$ cat src/rtl/osc_ctrl_pkg.sv
package osc_ctrl_pkg;

    localparam int unsigned OFF_CTRL  = 32'h00;
    localparam int unsigned OFF_DS0   = 32'h04;
    localparam int unsigned OFF_SLEEP = 32'h0C;
    localparam int unsigned OFF_DIV   = 32'h10;
    localparam int unsigned OFF_PHASE = 32'h14;
    localparam int unsigned OFF_STAT  = 32'h18;

    localparam logic [11:0] RNG_LOW   = 12'hFA4;
    localparam logic [11:0] RNG_MED   = 12'hFA5;
    localparam logic [11:0] RNG_HIGH  = 12'hFA7;
    localparam logic [11:0] RNG_OVER  = 12'hFA6;

    localparam logic [11:0] EN_OFF    = 12'hD1E;
    localparam logic [11:0] EN_ON     = 12'hFAB;

    localparam logic [15:0] DS_KEY    = 16'h9696;
    localparam logic [6:0]  DIV_TAG   = 7'h55;
    localparam logic [7:0]  PH_KEY    = 8'hAA;

    localparam logic [31:0] SLP_GO    = 32'hD0A5_5EED;
    localparam logic [31:0] SLP_WAKE  = 32'h3A7E_C0DE;

    localparam int unsigned STAT_EN_BIT  = 12;
    localparam int unsigned STAT_DIV_BIT = 16;
    localparam int unsigned STAT_BAD_BIT = 24;
    localparam int unsigned STAT_STB_BIT = 31;

    typedef enum logic [1:0] {
        RANGE_LOW  = 2'd0,
        RANGE_MED  = 2'd1,
        RANGE_HIGH = 2'd2,
        RANGE_OVER = 2'd3
    } range_e;

    function automatic logic [11:0] range_code(input range_e r);
        case (r)
            RANGE_MED:  return RNG_MED;
            RANGE_HIGH: return RNG_HIGH;
            RANGE_OVER: return RNG_OVER;
            default:    return RNG_LOW;
        endcase
    endfunction

endpackage

$ cat src/rtl/osc_ctrl_fchk.sv
module osc_ctrl_fchk
    import osc_ctrl_pkg::*;
#(
    parameter int DS_W        = 3,
    parameter int STG_PER_REG = 4
) (
    input  logic [31:0]                          wd_i,
    output logic                                 en_o,
    output logic                                 en_bad_o,
    output range_e                               rng_o,
    output logic                                 rng_bad_o,
    output logic [STG_PER_REG-1:0][DS_W-1:0]     ds_o,
    output logic                                 ds_bad_o,
    output logic [4:0]                           div_o,
    output logic                                 div_bad_o,
    output logic [1:0]                           shift_o,
    output logic                                 flip_o,
    output logic                                 ph_en_o,
    output logic                                 ph_bad_o,
    output logic                                 sleep_o,
    output logic                                 sleep_bad_o
);

    localparam int SLOT_W = 4;

    logic ds_ok;
    assign ds_ok    = (wd_i[31:16] == DS_KEY);
    assign ds_bad_o = !ds_ok;

    for (genvar s = 0; s < STG_PER_REG; s++) begin : g_ds
        assign ds_o[s] = ds_ok ? wd_i[s*SLOT_W +: DS_W] : '0;
    end

    always_comb begin
        en_o     = 1'b1;
        en_bad_o = 1'b0;
        if (wd_i[23:12] == EN_OFF) begin
            en_o = 1'b0;
        end else if (wd_i[23:12] != EN_ON) begin
            en_bad_o = 1'b1;
        end

        rng_bad_o = 1'b0;
        case (wd_i[11:0])
            RNG_LOW:  rng_o = RANGE_LOW;
            RNG_MED:  rng_o = RANGE_MED;
            RNG_HIGH: rng_o = RANGE_HIGH;
            RNG_OVER: rng_o = RANGE_OVER;
            default: begin
                rng_o     = RANGE_LOW;
                rng_bad_o = 1'b1;
            end
        endcase

        if (wd_i[11:5] == DIV_TAG) begin
            div_o     = wd_i[4:0];
            div_bad_o = 1'b0;
        end else begin
            div_o     = 5'd31;
            div_bad_o = 1'b1;
        end

        if (wd_i[11:4] == PH_KEY) begin
            shift_o  = wd_i[1:0];
            flip_o   = wd_i[2];
            ph_en_o  = wd_i[3];
            ph_bad_o = 1'b0;
        end else begin
            shift_o  = 2'd0;
            flip_o   = 1'b0;
            ph_en_o  = 1'b1;
            ph_bad_o = 1'b1;
        end

        sleep_o     = (wd_i == SLP_GO);
        sleep_bad_o = (wd_i != SLP_GO) && (wd_i != SLP_WAKE);
    end

endmodule

$ cat src/rtl/osc_ctrl_rdmux.sv
module osc_ctrl_rdmux
    import osc_ctrl_pkg::*;
#(
    parameter int ADDR_W      = 12,
    parameter int NUM_STAGES  = 8,
    parameter int DS_W        = 3,
    parameter int STG_PER_REG = 4
) (
    input  logic [ADDR_W-1:0]                    addr_i,
    input  logic                                 en_i,
    input  range_e                               rng_i,
    input  logic [NUM_STAGES-1:0][DS_W-1:0]      ds_i,
    input  logic [4:0]                           div_i,
    input  logic [1:0]                           shift_i,
    input  logic                                 flip_i,
    input  logic                                 ph_en_i,
    input  logic                                 sleep_i,
    input  logic                                 bad_i,
    input  logic                                 st_enabled_i,
    input  logic                                 st_div_run_i,
    input  logic                                 st_stable_i,
    output logic [31:0]                          rdata_o
);

    localparam int DS_REGS = NUM_STAGES / STG_PER_REG;
    localparam int SLOT_W  = 4;

    logic [DS_REGS-1:0][31:0] ds_word;

    for (genvar r = 0; r < DS_REGS; r++) begin : g_word
        always_comb begin
            ds_word[r] = '0;
            for (int s = 0; s < STG_PER_REG; s++) begin
                ds_word[r][s*SLOT_W +: DS_W] = ds_i[r*STG_PER_REG + s];
            end
        end
    end

    always_comb begin
        rdata_o = '0;
        if (addr_i == ADDR_W'(OFF_CTRL)) begin
            rdata_o[23:12] = en_i ? EN_ON : EN_OFF;
            rdata_o[11:0]  = range_code(rng_i);
        end else if (addr_i == ADDR_W'(OFF_SLEEP)) begin
            rdata_o = sleep_i ? SLP_GO : SLP_WAKE;
        end else if (addr_i == ADDR_W'(OFF_DIV)) begin
            rdata_o[11:0] = {DIV_TAG, div_i};
        end else if (addr_i == ADDR_W'(OFF_PHASE)) begin
            rdata_o[11:0] = {PH_KEY, ph_en_i, flip_i, shift_i};
        end else if (addr_i == ADDR_W'(OFF_STAT)) begin
            rdata_o[STAT_EN_BIT]  = st_enabled_i;
            rdata_o[STAT_DIV_BIT] = st_div_run_i;
            rdata_o[STAT_BAD_BIT] = bad_i;
            rdata_o[STAT_STB_BIT] = st_stable_i;
        end else begin
            for (int r = 0; r < DS_REGS; r++) begin
                if (addr_i == ADDR_W'(OFF_DS0 + 4 * r)) rdata_o = ds_word[r];
            end
        end
    end

endmodule

$ cat src/rtl/osc_ctrl_csr.sv
module osc_ctrl_csr
    import osc_ctrl_pkg::*;
#(
    parameter int ADDR_W     = 12,
    parameter int NUM_STAGES = 8,
    parameter int DS_W       = 3
) (
    input  logic                          clk,
    input  logic                          rst_n,
    input  logic                          we_i,
    input  logic [ADDR_W-1:0]             addr_i,
    input  logic [31:0]                   wdata_i,
    output logic [31:0]                   rdata_o,
    input  logic                          st_enabled_i,
    input  logic                          st_div_run_i,
    input  logic                          st_stable_i,
    output logic                          osc_en_o,
    output logic [1:0]                    range_o,
    output logic [NUM_STAGES*DS_W-1:0]    drive_o,
    output logic [4:0]                    div_o,
    output logic [1:0]                    phase_shift_o,
    output logic                          phase_flip_o,
    output logic                          phase_en_o,
    output logic                          sleep_o
);

    localparam int STG_PER_REG = 4;
    localparam int DS_REGS     = NUM_STAGES / STG_PER_REG;
    localparam logic [4:0] DIV_RESET = 5'd16;

    typedef struct packed {
        logic                            en;
        range_e                          rng;
        logic [NUM_STAGES-1:0][DS_W-1:0] ds;
        logic [4:0]                      div;
        logic [1:0]                      shift;
        logic                            flip;
        logic                            ph_en;
        logic                            sleep;
        logic                            bad;
    } state_t;

    state_t st_d, st_q;

    logic                             f_en, f_en_bad, f_rng_bad;
    range_e                           f_rng;
    logic [STG_PER_REG-1:0][DS_W-1:0] f_ds;
    logic                             f_ds_bad;
    logic [4:0]                       f_div;
    logic                             f_div_bad;
    logic [1:0]                       f_shift;
    logic                             f_flip, f_ph_en, f_ph_bad;
    logic                             f_sleep, f_sleep_bad;

    osc_ctrl_fchk #(.DS_W(DS_W), .STG_PER_REG(STG_PER_REG)) u_fchk (
        .wd_i        (wdata_i),
        .en_o        (f_en),
        .en_bad_o    (f_en_bad),
        .rng_o       (f_rng),
        .rng_bad_o   (f_rng_bad),
        .ds_o        (f_ds),
        .ds_bad_o    (f_ds_bad),
        .div_o       (f_div),
        .div_bad_o   (f_div_bad),
        .shift_o     (f_shift),
        .flip_o      (f_flip),
        .ph_en_o     (f_ph_en),
        .ph_bad_o    (f_ph_bad),
        .sleep_o     (f_sleep),
        .sleep_bad_o (f_sleep_bad)
    );

    logic hit_ctrl, hit_sleep, hit_div, hit_phase, hit_stat;
    logic [DS_REGS-1:0] hit_ds;

    assign hit_ctrl  = (addr_i == ADDR_W'(OFF_CTRL));
    assign hit_sleep = (addr_i == ADDR_W'(OFF_SLEEP));
    assign hit_div   = (addr_i == ADDR_W'(OFF_DIV));
    assign hit_phase = (addr_i == ADDR_W'(OFF_PHASE));
    assign hit_stat  = (addr_i == ADDR_W'(OFF_STAT));

    for (genvar r = 0; r < DS_REGS; r++) begin : g_hit
        assign hit_ds[r] = (addr_i == ADDR_W'(OFF_DS0 + 4 * r));
    end

    always_comb begin
        st_d = st_q;
        if (we_i) begin
            if (hit_ctrl) begin
                st_d.en  = f_en;
                st_d.rng = f_rng;
                if (f_en_bad || f_rng_bad) st_d.bad = 1'b1;
            end
            for (int r = 0; r < DS_REGS; r++) begin
                if (hit_ds[r]) begin
                    for (int s = 0; s < STG_PER_REG; s++) begin
                        st_d.ds[r*STG_PER_REG + s] = f_ds[s];
                    end
                    if (f_ds_bad) st_d.bad = 1'b1;
                end
            end
            if (hit_sleep) begin
                st_d.sleep = f_sleep;
                if (f_sleep_bad) st_d.bad = 1'b1;
            end
            if (hit_div) begin
                st_d.div = f_div;
                if (f_div_bad) st_d.bad = 1'b1;
            end
            if (hit_phase) begin
                st_d.shift = f_shift;
                st_d.flip  = f_flip;
                st_d.ph_en = f_ph_en;
                if (f_ph_bad) st_d.bad = 1'b1;
            end
            if (hit_stat && wdata_i[STAT_BAD_BIT]) st_d.bad = 1'b0;
        end
    end

    always_ff @(posedge clk or negedge rst_n) begin
        if (!rst_n) begin
            st_q       <= '0;
            st_q.en    <= 1'b1;
            st_q.rng   <= RANGE_LOW;
            st_q.div   <= DIV_RESET;
        end else begin
            st_q <= st_d;
        end
    end

    assign osc_en_o      = st_q.en;
    assign range_o       = st_q.rng;
    assign drive_o       = st_q.ds;
    assign div_o         = st_q.div;
    assign phase_shift_o = st_q.shift;
    assign phase_flip_o  = st_q.flip;
    assign phase_en_o    = st_q.ph_en;
    assign sleep_o       = st_q.sleep;

    osc_ctrl_rdmux #(
        .ADDR_W(ADDR_W), .NUM_STAGES(NUM_STAGES), .DS_W(DS_W), .STG_PER_REG(STG_PER_REG)
    ) u_rdmux (
        .addr_i       (addr_i),
        .en_i         (st_q.en),
        .rng_i        (st_q.rng),
        .ds_i         (st_q.ds),
        .div_i        (st_q.div),
        .shift_i      (st_q.shift),
        .flip_i       (st_q.flip),
        .ph_en_i      (st_q.ph_en),
        .sleep_i      (st_q.sleep),
        .bad_i        (st_q.bad),
        .st_enabled_i (st_enabled_i),
        .st_div_run_i (st_div_run_i),
        .st_stable_i  (st_stable_i),
        .rdata_o      (rdata_o)
    );


    bad_sticky_chk: assert property (@(posedge clk) disable iff (!rst_n)
        (st_q.bad && !(we_i && hit_stat && wdata_i[STAT_BAD_BIT])) |=> st_q.bad);


    en_fallback_chk: assert property (@(posedge clk) disable iff (!rst_n)
        (we_i && hit_ctrl && wdata_i[23:12] != EN_OFF) |=> osc_en_o);


    ds_wrong_key_chk: assert property (@(posedge clk) disable iff (!rst_n)
        (we_i && hit_ds[0] && wdata_i[31:16] != DS_KEY)
        |=> (drive_o[STG_PER_REG*DS_W-1:0] == '0) && st_q.bad);


    div_fallback_chk: assert property (@(posedge clk) disable iff (!rst_n)
        (we_i && hit_div && wdata_i[11:5] != DIV_TAG) |=> (div_o == 5'd31) && st_q.bad);


    rng_fallback_chk: assert property (@(posedge clk) disable iff (!rst_n)
        (we_i && hit_ctrl && wdata_i[11:4] != 8'hFA) |=> (range_o == 2'd0) && st_q.bad);


    unmapped_quiet_chk: assert property (@(posedge clk) disable iff (!rst_n)
        (we_i && !(hit_ctrl || hit_sleep || hit_div || hit_phase || hit_stat || |hit_ds))
        |=> $stable(drive_o) && $stable(osc_en_o) && $stable(range_o) && $stable(div_o)
            && $stable(sleep_o) && $stable(st_q.bad) && $stable(phase_en_o));

endmodule

$ cat config.mk
export PLATFORM = sky130hd
export DESIGN_NAME = osc_ctrl_csr
export DESIGN_NICKNAME = d
export VERILOG_FILES = /design/src/rtl/osc_ctrl_pkg.sv /design/src/rtl/osc_ctrl_fchk.sv /design/src/rtl/osc_ctrl_rdmux.sv /design/src/rtl/osc_ctrl_csr.sv
export SDC_FILE = /design/constraint.sdc
export NUM_CORES = 1
export LEC_CHECK = 0
export BUFFER_PORTS_ARGS = -buffer_cell sky130_fd_sc_hd__buf_2
export CORE_MARGIN = 2
export CORE_UTILIZATION = 35
export DETAILED_ROUTE_END_ITERATION = 10
export GPL_TIMING_DRIVEN = 0
export RECOVER_POWER = 25
export SYNTH_ARGS = -nofsm -noshare
export SYNTH_HDL_FRONTEND = slang
export SYNTH_SLANG_ARGS = --single-unit
$ cat constraint.sdc
create_clock -name clk -period 3.4 [get_ports clk]
set_input_delay 0.68 -clock clk [delete_from_list [all_inputs] [get_ports clk]]
set_output_delay 0.68 -clock clk [all_outputs]
set_load 0.02 [all_outputs]
==> impl_metrics.yaml <==
critical_path:
  worstSetupPathType: "in -> out"
  cp_max_fo: 4
  worst_ep_required_time_ps: 2720
  cp-start-kind: "primary input"
  r2r_setup_slack_ps: 2490
  cp.arrival_ps: 2810
  crit_path_end_kind: "output pin"
route:
  drt_wl_total_um: 8590
  wl_per_cell_um: 17.1
  ant_nets: 0
  drc_errors: 0
  vias_per_cell: 5.40
  dr.pass1.iters: 5
  drt_iter0_markers: 184
  vias: 2714
global_route:
  grt_pass1_wl_um: 12900
  grt_pass1_vias: 2449
  antenna_found_initial: 0
  grt_usage_pct: 22.8
  grt_remaining_overflow: 0
  grt_max_degree: 39
layout:
  drive_gt1_share_pct: 43.2
  seq_area_sq_um: 953
  fin_util_pct: 53.8
  fin_nets: 477
  syn_to_final_growth_pct: 48.3
  multiInputGateArea_sq_um: 1330
  finalNonFillerCells: 503
  fill_cells: 647
  antenna_cells: 0
synth:
  yosysMostFrequentCell: "nand2_1"
  synth_seq_cells: 38
  synthArstFlopShare_pct: 100
  yosys.area.top_type_share_pct: 38.9
  synthDistinctLibCells: 51
  synth-xor-area-share_pct: 0.378
  syn-cell-area_sq_um: 2320
  synth_edf_count: 0
  synth_area_leaders: "dfrtp_1, nand2_1, o21ai_0"
  synth_nets: 335
  synth-simple-area-share_pct: 31.3
  seq_area_frac_synth_pct: 41.2
  syn-instance-count: 283
  synth_fa_ha_area_share_pct: 1.08
  ys.flop_type: "dfrtp_1"
  synth_top_family_by_area: "simple AND/OR/NAND/NOR gates"
  synthMuxAreaShare_pct: 2.38
  synth_compound_area_share_pct: 17.3
  synth_top_cell_by_area: "dfrtp_1"
  synth_common_cells: "nand2_1, dfrtp_1, o21ai_0"
  ys.warnings.count: 0
  syn_avg_cell_area_sq_um: 8.18
floorplan:
  core_area_sq_um: 6390
  row_count: 29
  ioPinCount: 119
  dieArea_sq_um: 7280
  initial_utilization_pct: 36.3
  chipHeight_um: 85.3
  die_w_um: 85.3
power:
  seq_power_share_pct: 47.6
  sw_frac_of_total_pct: 23.2
  worst_ir_drop_vdd_v: 0.000203
  internal_power_w: 0.000730
  p_per_area_nw_per_um2: 277
  combPwrFrac_pct: 10.3
  total_power_w: 0.000951
  switchingPower_w: 0.000221
  power.leakage_nw: 1.74
  p_clk_share_pct: 42.1
timing:
  setup-tns-final_ps: -317
  fin_ws_ps: -85.1
  rsz0062_at_grt: "true"
  relSlewSlack_pct: -39.7
  drv_slew: 39
  finalCriticalPeriod_ps: 3490
  final-setup-viol-count: 7
  worst_pin_slew_ps: 2100
  clock.fmax_mhz: 287
  fin_skew_ps: 0
  hold_viol: 0
  finalCritPeriodShare_pct: 103
clocking:
  clockRootBuffer: "clkbuf_8"
  worstSkewPairLatency_ps: 280
  ctsHtreeMaxLevel: 2
  clock_path_buffers: 2
  cts_tree: "done"
  path_clk_slew_ps: 70
  clock-sinks: 38
  cts_inserted_buffers: 5
status:
  violations: "max-capacitance violations, max-slew violations, negative setup slack"
  status: "finished, violations left"
run:
  maxCapViolCount: 1
placement:
  port_buffers: 115
  dp_cells: 475
  post-dp-hpwl_um: 6510
  gp_congestion: 0.864
  post-place-ws_ps: -761
hold_path:
  hp-class: "reg -> reg"
-- critical path, cell delays in order --
cell and delay (ps):
buf_6 90, or4_4 570, or4_4 540, buf_8 150
or3_4 370, nand2_4 100, a21oi_2 40, a21oi_2 120
buf_4 150
-- routing by layer --
layer | global-route usage (%) | part of all wire (%) | vias to the layer above
met5 | 0 | 0 | -
met4 | 4.33 | 0.79 | 0
met3 | 5.16 | 7.9 | 6
met2 | 36.6 | 48 | 115
met1 | 31.8 | 43 | 1304
li1 | - | - | 1289
-- layout by cell type, fill, tap and decap left out, types with 5 or more instances in the layout --
cell and n:
o21ai_0 28, buf_4 29, clkbuf_1 8, o21ai_1 9
nor2_1 16, a21oi_1 12, inv_1 8, buf_2 106
dfrtp_1 36, clkbuf_8 6, nand2_1 66, nand3b_1 7
nor4_1 5, buf_6 10, nand4_1 5
-- metrics by stage --
stage	instance area (sq um)	hold slack, ps
finish	3430	495
global route	3430	542
CTS	3360	495
detailed placement	3010	483
global placement	3010	473
floorplan	2340	384
-- flip-flops by register name, summed over array words and instances, names as in the netlist --
signal / count
drive_o: 24
div_o: 5
phase_shift_o: 2
range_o: 2
osc_en_o: 1
phase_en_o: 1
phase_flip_o: 1
sleep_o: 1
st_q: 1
-- area by class of cell --
class                      count  share of cell area, %
buffer                        19                   3.32
clock buffer                   7                   2.51
clock inverter                 1                  0.874
inverter                       9                  0.984
multi-input combinational    217                   38.7
sequential                    38                   27.8
tap                           77                   2.81
timing repair buffer         135                   23.1
-- path summary, 6_finish.rpt --
| check | cells after the start | from | end |
|---|---|---|---|
| max | 9 | addr_i[7] | rdata_o[16] |
| min | 2 | div_o[4] | div_o[4] |
| max reg2reg | 2 | osc_en_o | osc_en_o |
| min reg2reg | 2 | div_o[4] | div_o[4] |
| max in group asynchronous | 1 | rst_n | div_o[3] |
| min in group asynchronous | 1 | rst_n | phase_shift_o[0] |
-- repair_timing --
item                       in CTS  in global routing
pin swaps                      13                 13
setup endpoints to repair      18                 13
resized for setup              24                 16
hold buffers                    0                  0
buffers inserted               18                  2
-- cell families (layout without fill, tap and decap cells) --
logic type	Yosys count	in the layout
adders and majority gates	2	2
DFF	38	38
AOI/OAI and AO/OA	69	69
xor gates and xnor gates	1	1
buffers and inverters	28	171
other	1	1
and+or+nand+nor	139	139
muxes	5	5
-- power by group through the flow --
stage | registers, W | clock network [W] | logic (W)
floorplan | 0.000462 | 0 | 0.0000294
global placement | 0.000462 | 0 | 0.0000869
detailed placement | 0.000462 | 0 | 0.0000883
CTS | 0.000453 | 0.000408 | 0.0000947
global route | 0.000453 | 0.000429 | 0.000106
finish | 0.000453 | 0.000401 | 0.0000975
No activity file was read; power rests on OpenSTA's default activity.
